[src/rtl/sdd_pkg.sv]
// Package sdd_pkg
// Shared width helpers for the sigma-delta density decimator.
// Assumes window lengths are positive and small enough for 32-bit math.
package sdd_pkg;

    // Bits needed to hold any value from 0 up to and including n
    function automatic int count_width(input int n);
        return $clog2(n + 1);
    endfunction

    // Bits needed for a position index from 0 to n-1 (at least 1)
    function automatic int index_width(input int n);
        return (n <= 2) ? 1 : $clog2(n);
    endfunction

endpackage

[src/rtl/sdd_window_timer.sv]
// Module sdd_window_timer
// Tracks the position of the current accepted bit inside a window.
// Flags the step that accepts the final bit of the window.
// Assumes WINDOW_LEN >= 2. The position advances only when step_i is 1.
module sdd_window_timer #(
    parameter int WINDOW_LEN = 16
) (
    input  logic clk,
    input  logic rst_n,
    input  logic step_i,
    output logic last_o
);
    localparam int IDX_W = sdd_pkg::index_width(WINDOW_LEN);
    localparam logic [IDX_W-1:0] LAST_IDX = IDX_W'(WINDOW_LEN - 1);

    logic [IDX_W-1:0] pos_q;

    // Final-bit flag: an accepted bit in the last slot of the window
    always_comb begin
        last_o = step_i && (pos_q == LAST_IDX);
    end

    // Position counter: wrap to zero after the final slot
    always_ff @(posedge clk) begin
        if (!rst_n) begin
            pos_q <= '0;
        end else if (step_i) begin
            if (pos_q == LAST_IDX) begin
                pos_q <= '0;
            end else begin
                pos_q <= pos_q + 1'b1;
            end
        end
    end

endmodule

[src/rtl/sdd_ones_accum.sv]
// Module sdd_ones_accum
// Counts accepted 1s within the current window.
// total_o shows the count including the bit being accepted this cycle.
// When close_i is 1 the accumulator restarts from zero.
// Assumes close_i is only asserted together with step_i.
module sdd_ones_accum #(
    parameter int WINDOW_LEN = 16,
    parameter int CNT_W      = sdd_pkg::count_width(WINDOW_LEN)
) (
    input  logic             clk,
    input  logic             rst_n,
    input  logic             step_i,
    input  logic             bit_i,
    input  logic             close_i,
    output logic [CNT_W-1:0] total_o
);
    logic [CNT_W-1:0] acc_q;

    // Running total with the current bit folded in
    always_comb begin
        total_o = acc_q + CNT_W'(step_i & bit_i);
    end

    // Accumulator: add accepted bits, clear at a window close
    always_ff @(posedge clk) begin
        if (!rst_n) begin
            acc_q <= '0;
        end else if (step_i) begin
            if (close_i) begin
                acc_q <= '0;
            end else begin
                acc_q <= total_o;
            end
        end
    end

endmodule

[src/rtl/sdd_output_stage.sv]
// Module sdd_output_stage
// Registers the finished window count, its offset-removed signed form
// and a one-cycle valid strobe. The outputs hold between loads.
// Assumes WINDOW_LEN is even so that half the window is a whole count.
module sdd_output_stage #(
    parameter int WINDOW_LEN = 16,
    parameter int CNT_W      = sdd_pkg::count_width(WINDOW_LEN)
) (
    input  logic             clk,
    input  logic             rst_n,
    input  logic             load_i,
    input  logic [CNT_W-1:0] total_i,
    output logic [CNT_W-1:0] sample_o,
    output logic [CNT_W:0]   signed_o,
    output logic             valid_o
);
    localparam int SGN_W = CNT_W + 1;
    localparam logic [SGN_W-1:0] HALF_V = SGN_W'(WINDOW_LEN / 2);

    logic [SGN_W-1:0] centred;

    // Offset removal: count minus half the window, two's complement
    always_comb begin
        centred = {1'b0, total_i} - HALF_V;
    end

    // Output registers: capture on load, hold otherwise
    always_ff @(posedge clk) begin
        if (!rst_n) begin
            sample_o <= '0;
            signed_o <= '0;
            valid_o  <= 1'b0;
        end else begin
            valid_o <= load_i;
            if (load_i) begin
                sample_o <= total_i;
                signed_o <= centred;
            end
        end
    end

endmodule

[src/rtl/sd_density_decimator.sv]
// Module sd_density_decimator
// Count-and-dump decimator for a 1-bit sigma-delta stream. Each window of
// WINDOW_LEN accepted bits yields one unsigned count of 1s and one signed
// value centred on half the window, with a one-cycle valid strobe.
// Assumes WINDOW_LEN is even and at least 2. Reset is synchronous, active low.
module sd_density_decimator #(
    parameter int WINDOW_LEN = 16,
    localparam int CNT_W     = sdd_pkg::count_width(WINDOW_LEN)
) (
    input  logic             clk,
    input  logic             rst_n,
    input  logic             bit_in,
    input  logic             bit_en,
    output logic [CNT_W-1:0] sample_o,
    output logic [CNT_W:0]   sample_signed_o,
    output logic             valid_o
);
    logic             win_last;
    logic [CNT_W-1:0] win_total;

    sdd_window_timer #(
        .WINDOW_LEN(WINDOW_LEN)
    ) u_timer (
        .clk    (clk),
        .rst_n  (rst_n),
        .step_i (bit_en),
        .last_o (win_last)
    );

    sdd_ones_accum #(
        .WINDOW_LEN(WINDOW_LEN),
        .CNT_W     (CNT_W)
    ) u_accum (
        .clk     (clk),
        .rst_n   (rst_n),
        .step_i  (bit_en),
        .bit_i   (bit_in),
        .close_i (win_last),
        .total_o (win_total)
    );

    sdd_output_stage #(
        .WINDOW_LEN(WINDOW_LEN),
        .CNT_W     (CNT_W)
    ) u_out (
        .clk      (clk),
        .rst_n    (rst_n),
        .load_i   (win_last),
        .total_i  (win_total),
        .sample_o (sample_o),
        .signed_o (sample_signed_o),
        .valid_o  (valid_o)
    );

endmodule

[config.mk]
export PLATFORM = sky130hd
export DESIGN_NAME = sd_density_decimator
export DESIGN_NICKNAME = d
export VERILOG_FILES = /design/src/rtl/sdd_pkg.sv /design/src/rtl/sdd_window_timer.sv /design/src/rtl/sdd_ones_accum.sv /design/src/rtl/sdd_output_stage.sv /design/src/rtl/sd_density_decimator.sv
export SDC_FILE = /design/constraint.sdc
export NUM_CORES = 1
export LEC_CHECK = 0
export BUFFER_PORTS_ARGS = -buffer_cell sky130_fd_sc_hd__buf_4
export CAP_MARGIN = 20
export CORE_MARGIN = 4
export CORE_UTILIZATION = 36
export CTS_CLUSTER_SIZE = 16
export DETAILED_ROUTE_END_ITERATION = 10
export REMOVE_ABC_BUFFERS = 1
export SYNTH_ARGS = -nofsm -noshare
export SYNTH_HDL_FRONTEND = slang
export SYNTH_SLANG_ARGS = --single-unit
[constraint.sdc]
create_clock -name clk -period 1.7 [get_ports clk]
set_input_delay 0.17 -clock clk [delete_from_list [all_inputs] [get_ports clk]]
set_output_delay 0.17 -clock clk [all_outputs]
set_load 0.01 [all_outputs]
==> metrics, run 1 <==
Worst-path clk slew=approximately 0.090 ns; CTS root buf=clkbuf_4; aggregate global-route resource usage=10.54%; Area contributors post-synth=dfxtp_1, ha_1, o21ai_1; final setup vio count=0; Final Skew=0.0006486 ns; Yosys top cell area share=45.50%; worst-path cell chain=ha_1 > ha_1 > nand3_2 > xnor2_2 > o22ai_1 > and2_1; xor and xnor area share after synthesis=8.531%; cts repair resizes=0; VDD IR max=roughly 0.00038 V; compound-gate portion of the synthesized area=12.01%; Slew @ Worst Pin=0.4058 ns; CTS Buf Count=3; P_leak=0.4098 nW; most common cell in the synthesized netlist=dfxtp_1; largest net degree at the start of global routing=15; number of synthesized flops with an enable pin=0; Final Hold Viols=0; vias in the first global route=521; via/cell ratio=approximately 4.8; RSZ-0062 raised after global routing=no; Post-synth ARST share=0%; # H-tree levels=1; initial antenna violation count=0; Initial Util=39.17%; global-route wire length before repair=about 2200 um; DRC viols=0; DIE WIDTH=54.91 um; Bufs on Longest Clock Path=2; Cells after Synth=81; Post-Synth Adder-Cell Area=under 10%; initial DRC count=6; largest family of logic cells by synthesized area=simple AND/OR/NAND/NOR gates; Synth warnings=0; DR WL/cell=10.93 um; Clock Latency Late Sink=0.28 ns; Mapped Area=792.0 um2; Post-synth top cells=dfxtp_1, nand2_1, o21ai_1; CP delay by family, top=adder cells; status=complete, no violations; Setup Buffers After CTS=0; Peak Freq=~660 MHz; vias=580; hold slack=0.1447 ns; DRT Wirelength=1333 um; final max-slew violation count=0; multiplexer share of the synthesized area=2.528%; startpoint type of the worst setup path=flip-flop; met1 WL=approximately 650 um; power density over the cells=roughly 720 mW/mm2; Area Growth Syn to Fin=17.38%; share of layout cells above drive strength 1=28.42%; post-DP HPWL=between 900 and 1000 um; Max FO, Critical Path=4; TritonRoute pass-1 iters=4; Yosys top cell by area=dfxtp_1; Crit path largest cell delay=~0.34 ns; Netlist cell types=29; flop2flop setup slack=0.20 ns; Simple-Gate Fraction of Synth Area=between 10% and 20%; RePlAce Congestion=slightly below 0.7; met3 WL=78 um; setup tns final=0 ns; CTS tree=done; worst hold-check path type=in2reg; CP Capture Type=flip-flop; relative slew slack=72.95%; Final Critical Period=1.504 ns; DR WL met2=588 um; GRT Residual Overflow=0; sequential share of the synthesized area=45.50%; most frequent CP cell=ha_1; max layer used=met4; Worst Path Required=1.88 ns; Synth Flop Type=dfxtp_1; MaxCap Viol Count=0; CP Class=reg2reg; clock sink total=18; Ant. Diodes=0; Routed Antenna Nets=0; Vert. Die Dim=54.91 um; Worst EP arrival=1.69 ns; Hold-fix buffers, CTS=0; Final Cycle Share=88.49%; row cnt=16; Slowest cell on crit path=dfxtp_1; CP bufs+invs=0; Core Area=0.002022 mm2; Yosys reg bits=18; Die Area=approximately 0.0030 mm2; # nets final=104; IO buf count=15; Syn Area/Cell=between 9 and 10 um2; Ports=16
==> state kept, by name, indices dropped and copies added (netlist names) <==
| signal | count |
|---|---|
| u_out.sample_o | 5 |
| u_timer.pos_q | 4 |
| u_out.signed_o | 3 |
| u_accum.acc_q | 5 |
| u_out.valid_o | 1 |
==> report_power, final <==
| part | leakage [nW] | internal, mW | switching (mW) |
|---|---|---|---|
| Sequential | 0.145 | 0.428 | 0.00494 |
| Combinational | 0.251 | 0.0169 | 0.0222 |
| Clock | 0.0138 | 0.0821 | 0.118 |
==> kinds of logic after synthesis <==
| logic type | count (synthesis) |
|---|---|
| AND/OR/NAND/NOR | 29 |
| flip-flops | 18 |
| AO/OA/AOI/OAI | 14 |
| buffers and inverters | 9 |
| XOR/XNOR | 6 |
| adder cells (fa/ha/maj) | 3 |
| multiplexers | 2 |
==> placed cells by master (no fill, tap or decap) <==
cell,synthesis,layout
nand4_1,2,2
and3_1,1,1
a21oi_1,1,1
or2_4,1,1
xnor2_1,2,2
inv_1,2,2
a22o_1,2,2
o21ai_1,7,7
and2_4,1,1
nand3_2,1,1
o22ai_1,2,2
nor2_1,5,5
mux2i_1,2,2
inv_2,1,1
dfxtp_1,18,18
nor3_1,1,1
clkbuf_4,0,3
nand2b_1,1,1
buf_4,3,16
xor2_1,2,2
nand2_1,8,8
xnor2_2,2,2
a21o_1,1,1
clkinv_4,1,1
and2_1,5,5
nand3_1,3,3
ha_1,3,3
a22o_4,1,1
==> path summary, 6_finish.rpt <==
kind                                                startpoint                        endpoint  depth (start not counted)
worst max register to register   u_accum.acc_q[0]$_SDFFE_PN0P_   u_accum.acc_q[4]$_SDFFE_PN0P_                          6
worst min-delay path                                     rst_n   u_accum.acc_q[4]$_SDFFE_PN0P_                          2
worst max-delay path             u_accum.acc_q[0]$_SDFFE_PN0P_   u_accum.acc_q[4]$_SDFFE_PN0P_                          6
worst min register to register  u_out.sample_o[4]$_SDFFE_PN0P_  u_out.sample_o[4]$_SDFFE_PN0P_                          2
==> through the flow <==
| step | utilization [%] | worst slack (ns) | std cells | cell area [um2] | total power, mW |
|---|---|---|---|---|---|
| floorplan | - | 0.3185 | 76 | 753.2 | 0.4622 |
| global placement | 44.86 | 0.2221 | 119 | 907.1 | 0.4815 |
| detailed placement | 44.86 | 0.1594 | 119 | 907.1 | 0.4825 |
| CTS | 45.98 | 0.1883 | 122 | 929.6 | 0.6850 |
| global route | 45.98 | 0.04506 | 122 | 929.6 | 0.6989 |
| finish | 45.98 | 0.1956 | 122 | 929.6 | 0.6717 |
==> worst register-to-register path, delay by kind of cell, from the launching register on <==
family	cells	cell delay (ns)
DFF	1	0.34
xor gates and xnor gates	1	0.25
AOI/OAI and AO/OA	1	0.12
adders and majority gates	2	0.41
and+or+nand+nor	2	0.28
==> layer usage <==
metal / vias to the layer above / global-route usage (%)
li1: 302 / -
met1: 265 / 14.47
met2: 11 / 14.37
met3: 2 / 2.413
met5: - / 0
met4: 0 / 7.287
==> layout make-up <==
| cell class | instances | area [um2] |
|---|---|---|
| repair buffers | 16 | 120.1 |
| multi-input cells | 54 | 372.9 |
| clock buffers | 3 | 22.52 |
| flip-flops and latches | 18 | 360.3 |
| fillers | 202 | 1092 |
| inverters | 4 | 20.02 |
| well taps | 27 | 33.78 |
No activity file was read; power rests on OpenSTA's default activity.
==> inputs of run 2 (changes only) <==
==> constraint.sdc (replaced) <==
create_clock -name clk -period 1.7 [get_ports clk]
set_input_delay 0.34 -clock clk [delete_from_list [all_inputs] [get_ports clk]]
set_output_delay 0.34 -clock clk [all_outputs]
set_load 0.01 [all_outputs]
==> metrics, run 2 (synthesis gave the netlist of run 1 again) <==
status=complete, no violations (unchanged); relative slew slack=72.42% (was 72.95%); power density over the cells=715.3 mW/mm2 (was 722.5 mW/mm2); # nets final=105 (was 104); worst-path cell chain=ha_1 > ha_1 > nand3_2 > xnor2_2 > o22ai_1 > and2_1 (unchanged); DRT Wirelength=1281 um (was 1333 um); Crit path largest cell delay=0.34 ns (about the same); most frequent cells in the layout=dfxtp_1, buf_4, nand2_1 (unchanged); RePlAce Congestion=0.6817 (was 0.6768); clock sink total=18 (unchanged); Final Critical Period=1.420 ns (was 1.504 ns); Multi-input gate area=372.9 um2 (unchanged); IO buf count=15 (unchanged); CP delay by family, top=adder cells (unchanged); vias in the first global route=476 (was 521); largest net degree at the start of global routing=15 (unchanged); Bufs on Longest Clock Path=2 (unchanged); CP Capture Type=flip-flop (unchanged); worst hold path stage count=2 (unchanged); Vert. Die Dim=54.91 um (unchanged); initial DRC count=6 (unchanged); Hold Path End=u_accum.acc_q[4]$_SDFFE_PN0P_ (unchanged); Worst Path Required=1.89 ns (was 1.88 ns); GRT Residual Overflow=0 (unchanged); DR WL/cell=10.41 um (was 10.93 um); register area=360.3 um2 (unchanged); vias=571 (was 580); worst reg2reg path depth=6 (unchanged); final max-slew violation count=0 (unchanged); Regs by FF count=u_accum.acc_q x5, u_out.sample_o x5, u_timer.pos_q x4 (unchanged); startpoint type of the worst setup path=flip-flop (unchanged); DIE WIDTH=54.91 um (unchanged); Worst-path clk slew=0.09 ns (about the same); flop2flop setup slack=0.28 ns (was 0.20 ns); hold_sp=rst_n (unchanged); Ports=16 (unchanged); Final Cycle Share=83.54% (was 88.49%); commonest non-fill, non-tap cell in the layout=dfxtp_1 (unchanged); Max FO, Critical Path=4 (unchanged); MaxCap Viol Count=0 (unchanged); Setup Buffers After CTS=0 (unchanged); Final Hold Viols=0 (unchanged); CTS Buf Count=3 (unchanged); setup tns final=0 ns (unchanged); Final Skew=0.001740 ns (was 0.0006486 ns); VDD IR max=0.0004182 V (was 0.0003780 V); via/cell ratio=4.642 (was 4.754); CP bufs+invs=0 (unchanged); Worst EP arrival=1.61 ns (was 1.69 ns); # fillers=199 (was 202); share of layout cells above drive strength 1=29.17% (was 28.42%); post-DP HPWL=971.2 um (was 995.7 um); DRC viols=0 (unchanged); Peak Freq=704.2 MHz (was 664.7 MHz); row cnt=16 (unchanged); final setup vio count=0 (unchanged); Slowest cell on crit path=dfxtp_1 (unchanged); # H-tree levels=1 (unchanged); worst hold-check path type=in2reg (unchanged); Initial Util=39.17% (unchanged); Die Area=0.003015 mm2 (unchanged); Hold-fix buffers, CTS=0 (unchanged); CTS root buf=clkbuf_4 (unchanged); Clock Latency Late Sink=0.28 ns (about the same); Worst R2R End=u_accum.acc_q[4]$_SDFFE_PN0P_ (unchanged); hold slack=0.3080 ns (was 0.1447 ns); Core Area=0.002022 mm2 (unchanged); Ant. Diodes=0 (unchanged); most frequent CP cell=ha_1 (unchanged); FF-to-FF Start=u_accum.acc_q[0]$_SDFFE_PN0P_ (unchanged); aggregate global-route resource usage=9.804% (was 10.54%); global-route wire length before repair=2056 um (was 2214 um); RSZ-0062 raised after global routing=no (unchanged); cts repair resizes=0 (unchanged); Area Growth Syn to Fin=18.33% (was 17.38%); Slew @ Worst Pin=0.4137 ns (was 0.4058 ns); TritonRoute pass-1 iters=4 (unchanged); initial antenna violation count=0 (unchanged); CTS tree=done (unchanged); Routed Antenna Nets=0 (unchanged); P_leak=0.4152 nW (was 0.4098 nW); CP Class=reg2reg (unchanged)
run 2: changes by cell type in the layout (fill, tap and decap cells not counted), sizes merged:
cell,change
buf,+1
run 2: worst max-delay path by stage:
stage / end / from / cells past startpoint / slack (ns)
6_report: u_accum.acc_q[4]$_SDFFE_PN0P_ / u_accum.acc_q[0]$_SDFFE_PN0P_ / 6 / 0.28
3_5_place_dp: u_accum.acc_q[4]$_SDFFE_PN0P_ / bit_in / 8 / 0.06
4_1_cts: u_accum.acc_q[4]$_SDFFE_PN0P_ / u_accum.acc_q[0]$_SDFFE_PN0P_ / 6 / 0.26
5_1_grt: u_accum.acc_q[4]$_SDFFE_PN0P_ / u_accum.acc_q[0]$_SDFFE_PN0P_ / 6 / 0.15
2_1_floorplan: u_accum.acc_q[4]$_SDFFE_PN0P_ / bit_in / 7 / 0.19
3_3_place_gp: u_accum.acc_q[4]$_SDFFE_PN0P_ / bit_in / 8 / 0.10
run 2: cell type report:
cell class / instances / share of cell area [%]
Clock buffer: 3 / 2.403
Inverter: 4 / 2.136
Multi-Input combinational cell: 54 / 39.79
Sequential cell: 18 / 38.45
Tap cell: 27 / 3.605
Timing Repair Buffer: 17 / 13.62
run 2: through the flow:
stage / power, mW / std cells / utilization, % / instance area (um2) / setup WS (ns)
floorplan: 0.4622 / 76 / - / 753.2 / 0.1889
detailed placement: 0.4818 / 120 / 45.24 / 914.6 / 0.06314
global route: 0.7042 / 123 / 46.35 / 937.1 / 0.1528
global placement: 0.4811 / 120 / 45.24 / 914.6 / 0.1011
CTS: 0.6832 / 123 / 46.35 / 937.1 / 0.2645
finish: 0.6703 / 123 / 46.35 / 937.1 / 0.2799
run 2: worst reg2reg max path, cell delays in order (launching register included):
cell and delay [ns]:
dfxtp_1 0.34, ha_1 0.16, ha_1 0.19, nand3_2 0.11, xnor2_2 0.25, o22ai_1 0.12
and2_1 0.16
run 2: metal layers:
| layer | wire length [um] | part of all wire, % | GRT usage (%) |
|---|---|---|---|
| met1 | 619 | 48 | 11.82 |
| met2 | 551 | 43 | 14.96 |
| met3 | 97 | 7.6 | 5.630 |
| met4 | 12 | 0.94 | 2.429 |
| met5 | 0 | 0 | 0 |
run 2: power by group:
group | total (mW) | internal [mW] | leakage, nW | switching [mW]
Combinational | 0.0386 | 0.0168 | 0.256 | 0.0218
Clock | 0.199 | 0.0823 | 0.0138 | 0.117
Sequential | 0.432 | 0.428 | 0.145 | 0.00488
Total | 0.670 | 0.527 | 0.415 | 0.144
==> inputs of run 3 (changes only) <==
==> constraint.sdc (replaced) <==
create_clock -name clk -period 1.4 [get_ports clk]
set_input_delay 0.28 -clock clk [delete_from_list [all_inputs] [get_ports clk]]
set_output_delay 0.28 -clock clk [all_outputs]
set_load 0.01 [all_outputs]
==> metrics, run 3 (synthesis gave the netlist of run 1 again) <==
status=complete, no violations (unchanged); MaxCap Viol Count=0 (unchanged); VDD IR max=0.0004284 V (was 0.0004182 V); GRT Residual Overflow=0 (unchanged); Slew @ Worst Pin=0.2664 ns (was 0.4137 ns); via/cell ratio=4.740 (was 4.642); Max FO, Critical Path=4 (unchanged); IO buf count=15 (unchanged); Worst-path clk slew=0.10 ns (was 0.09 ns); most frequent cells in the layout=buf_4, dfxtp_1, nand2_1 (was dfxtp_1, buf_4, nand2_1); global-route wire length before repair=2428 um (was 2056 um); post-DP HPWL=1096 um (was 971.2 um); final setup vio count=0 (unchanged); DIE WIDTH=54.91 um (unchanged); crit path from=u_accum.acc_q[0]$_SDFFE_PN0P_ (unchanged); DRT Wirelength=1504 um (was 1281 um); vias in the first global route=589 (was 476); share of layout cells above drive strength 1=37.00% (was 29.17%); Area Growth Syn to Fin=29.07% (was 18.33%); Final Critical Period=1.348 ns (was 1.420 ns); row cnt=16 (unchanged); commonest non-fill, non-tap cell in the layout=buf_4 (was dfxtp_1); aggregate global-route resource usage=11.81% (was 9.804%); final std cells w/o fill=127 (was 123); power density over the cells=878.3 mW/mm2 (was 715.3 mW/mm2); Initial Util=39.17% (unchanged); setup tns final=0 ns (unchanged); TritonRoute pass-1 iters=3 (was 4); CTS root buf=clkbuf_4 (unchanged); total power=0.8979 mW (was 0.6703 mW); Clock Latency Late Sink=0.29 ns (was 0.28 ns); P_leak=0.4367 nW (was 0.4152 nW); Bufs on Longest Clock Path=2 (unchanged); CP Class=reg2reg (unchanged); CTS Buf Count=3 (unchanged); Worst Path Required=1.60 ns (was 1.89 ns); initial antenna violation count=0 (unchanged); vias=602 (was 571); Vert. Die Dim=54.91 um (unchanged); CP Capture Type=flip-flop (unchanged); RePlAce Congestion=0.6808 (was 0.6817); FF-to-FF Start=u_accum.acc_q[0]$_SDFFE_PN0P_ (unchanged); Hold-fix buffers, CTS=0 (unchanged); DR WL/cell=11.84 um (was 10.41 um); Routed Antenna Nets=0 (unchanged); clock sink total=18 (unchanged); startpoint type of the worst setup path=flip-flop (unchanged); placed insts=123 (was 120); Regs by FF count=u_accum.acc_q x5, u_out.sample_o x5, u_timer.pos_q x4 (unchanged); Worst EP arrival=1.54 ns (was 1.61 ns); Die Area=0.003015 mm2 (unchanged); # nets final=108 (was 105); DRC viols=0 (unchanged); hold_sp=rst_n (unchanged); Ports=16 (unchanged); Ant. Diodes=0 (unchanged); Peak Freq=741.9 MHz (was 704.2 MHz); final max-slew violation count=0 (unchanged); worst slack, placed=-0.1879 ns (was 0.06314 ns); largest net degree at the start of global routing=15 (unchanged); Final WS setup=0.05209 ns (was 0.2799 ns); Core Area=0.002022 mm2 (unchanged); Final Cycle Share=96.28% (was 83.54%); Final Hold Viols=0 (unchanged); # H-tree levels=1 (unchanged); relative slew slack=82.15% (was 72.42%); worst hold-check path type=in2reg (unchanged); initial DRC count=14 (was 6); Final Skew=0.001827 ns (was 0.001740 ns); CTS tree=done (unchanged)
run 3: cell types whose count changed in the layout (fill, tap and decap cells not counted):
cell / before / now
and2_1: 5 / 4
and2_4: 1 / 2
buf_4: 17 / 20
clkbuf_8: 0 / 1
dfxtp_1: 18 / 16
dfxtp_2: 0 / 2
ha_1: 3 / 1
ha_4: 0 / 2
nand3_2: 1 / 0
nand3_4: 0 / 1
xnor2_2: 2 / 1
xnor2_4: 0 / 1
run 3: critical path, cell delays in order, from the launching register on:
cell	delay (ns)
dfxtp_2	0.37
ha_4	0.15
ha_4	0.14
nand3_4	0.09
xnor2_4	0.23
o22ai_1	0.11
and2_1	0.16
run 3: routing by layer:
layer | up-vias | GRT usage [%] | share of wire (%)
li1 | 309 | - | -
met1 | 274 | 13.11 | 44
met2 | 14 | 19.29 | 48
met3 | 5 | 2.413 | 5.1
met4 | 0 | 9.717 | 3.4
met5 | - | 0 | 0
run 3: final cells by class:
class	count	area, um2
clock buffers	4	36.28
inverters	4	20.02
multi-input cells	54	419.2
well taps	27	33.78
repair buffers	20	150.1
flip-flops and latches	18	362.8
fillers	213	999.7
run 3: timing repair:
action                     4_1_cts  5_1_grt
gates resized for setup          2        8
setup endpoints to repair        3        5
cloned                           0        0
pin swaps                        0        1
buffers inserted                 0        0
run 3: worst paths after layout:
kind,cells past startpoint,endpoint,slack [ns]
worst max-delay path,6,u_accum.acc_q[4]$_SDFFE_PN0P_,0.05
worst min-delay path,2,u_accum.acc_q[3]$_SDFFE_PN0P_,0.24
worst max register to register,6,u_accum.acc_q[4]$_SDFFE_PN0P_,0.05
worst min register to register,2,u_out.sample_o[3]$_SDFFE_PN0P_,0.45
run 3: through the flow:
step                hold WS (ns)  cell area, um2  util (%)
CTS                       0.2266           985.9     48.76
finish                    0.2428            1022     50.56
global route              0.2473            1022     50.56
detailed placement        0.4447           937.1     46.35
floorplan                 0.3756           753.2         -
global placement          0.4362           937.1     46.35
run 3: power by group:
part           total (mW)  internal [mW]  switching [mW]
clock network       0.314          0.159           0.155
logic              0.0575         0.0275          0.0300
registers           0.526          0.520         0.00666
total               0.898          0.706           0.192
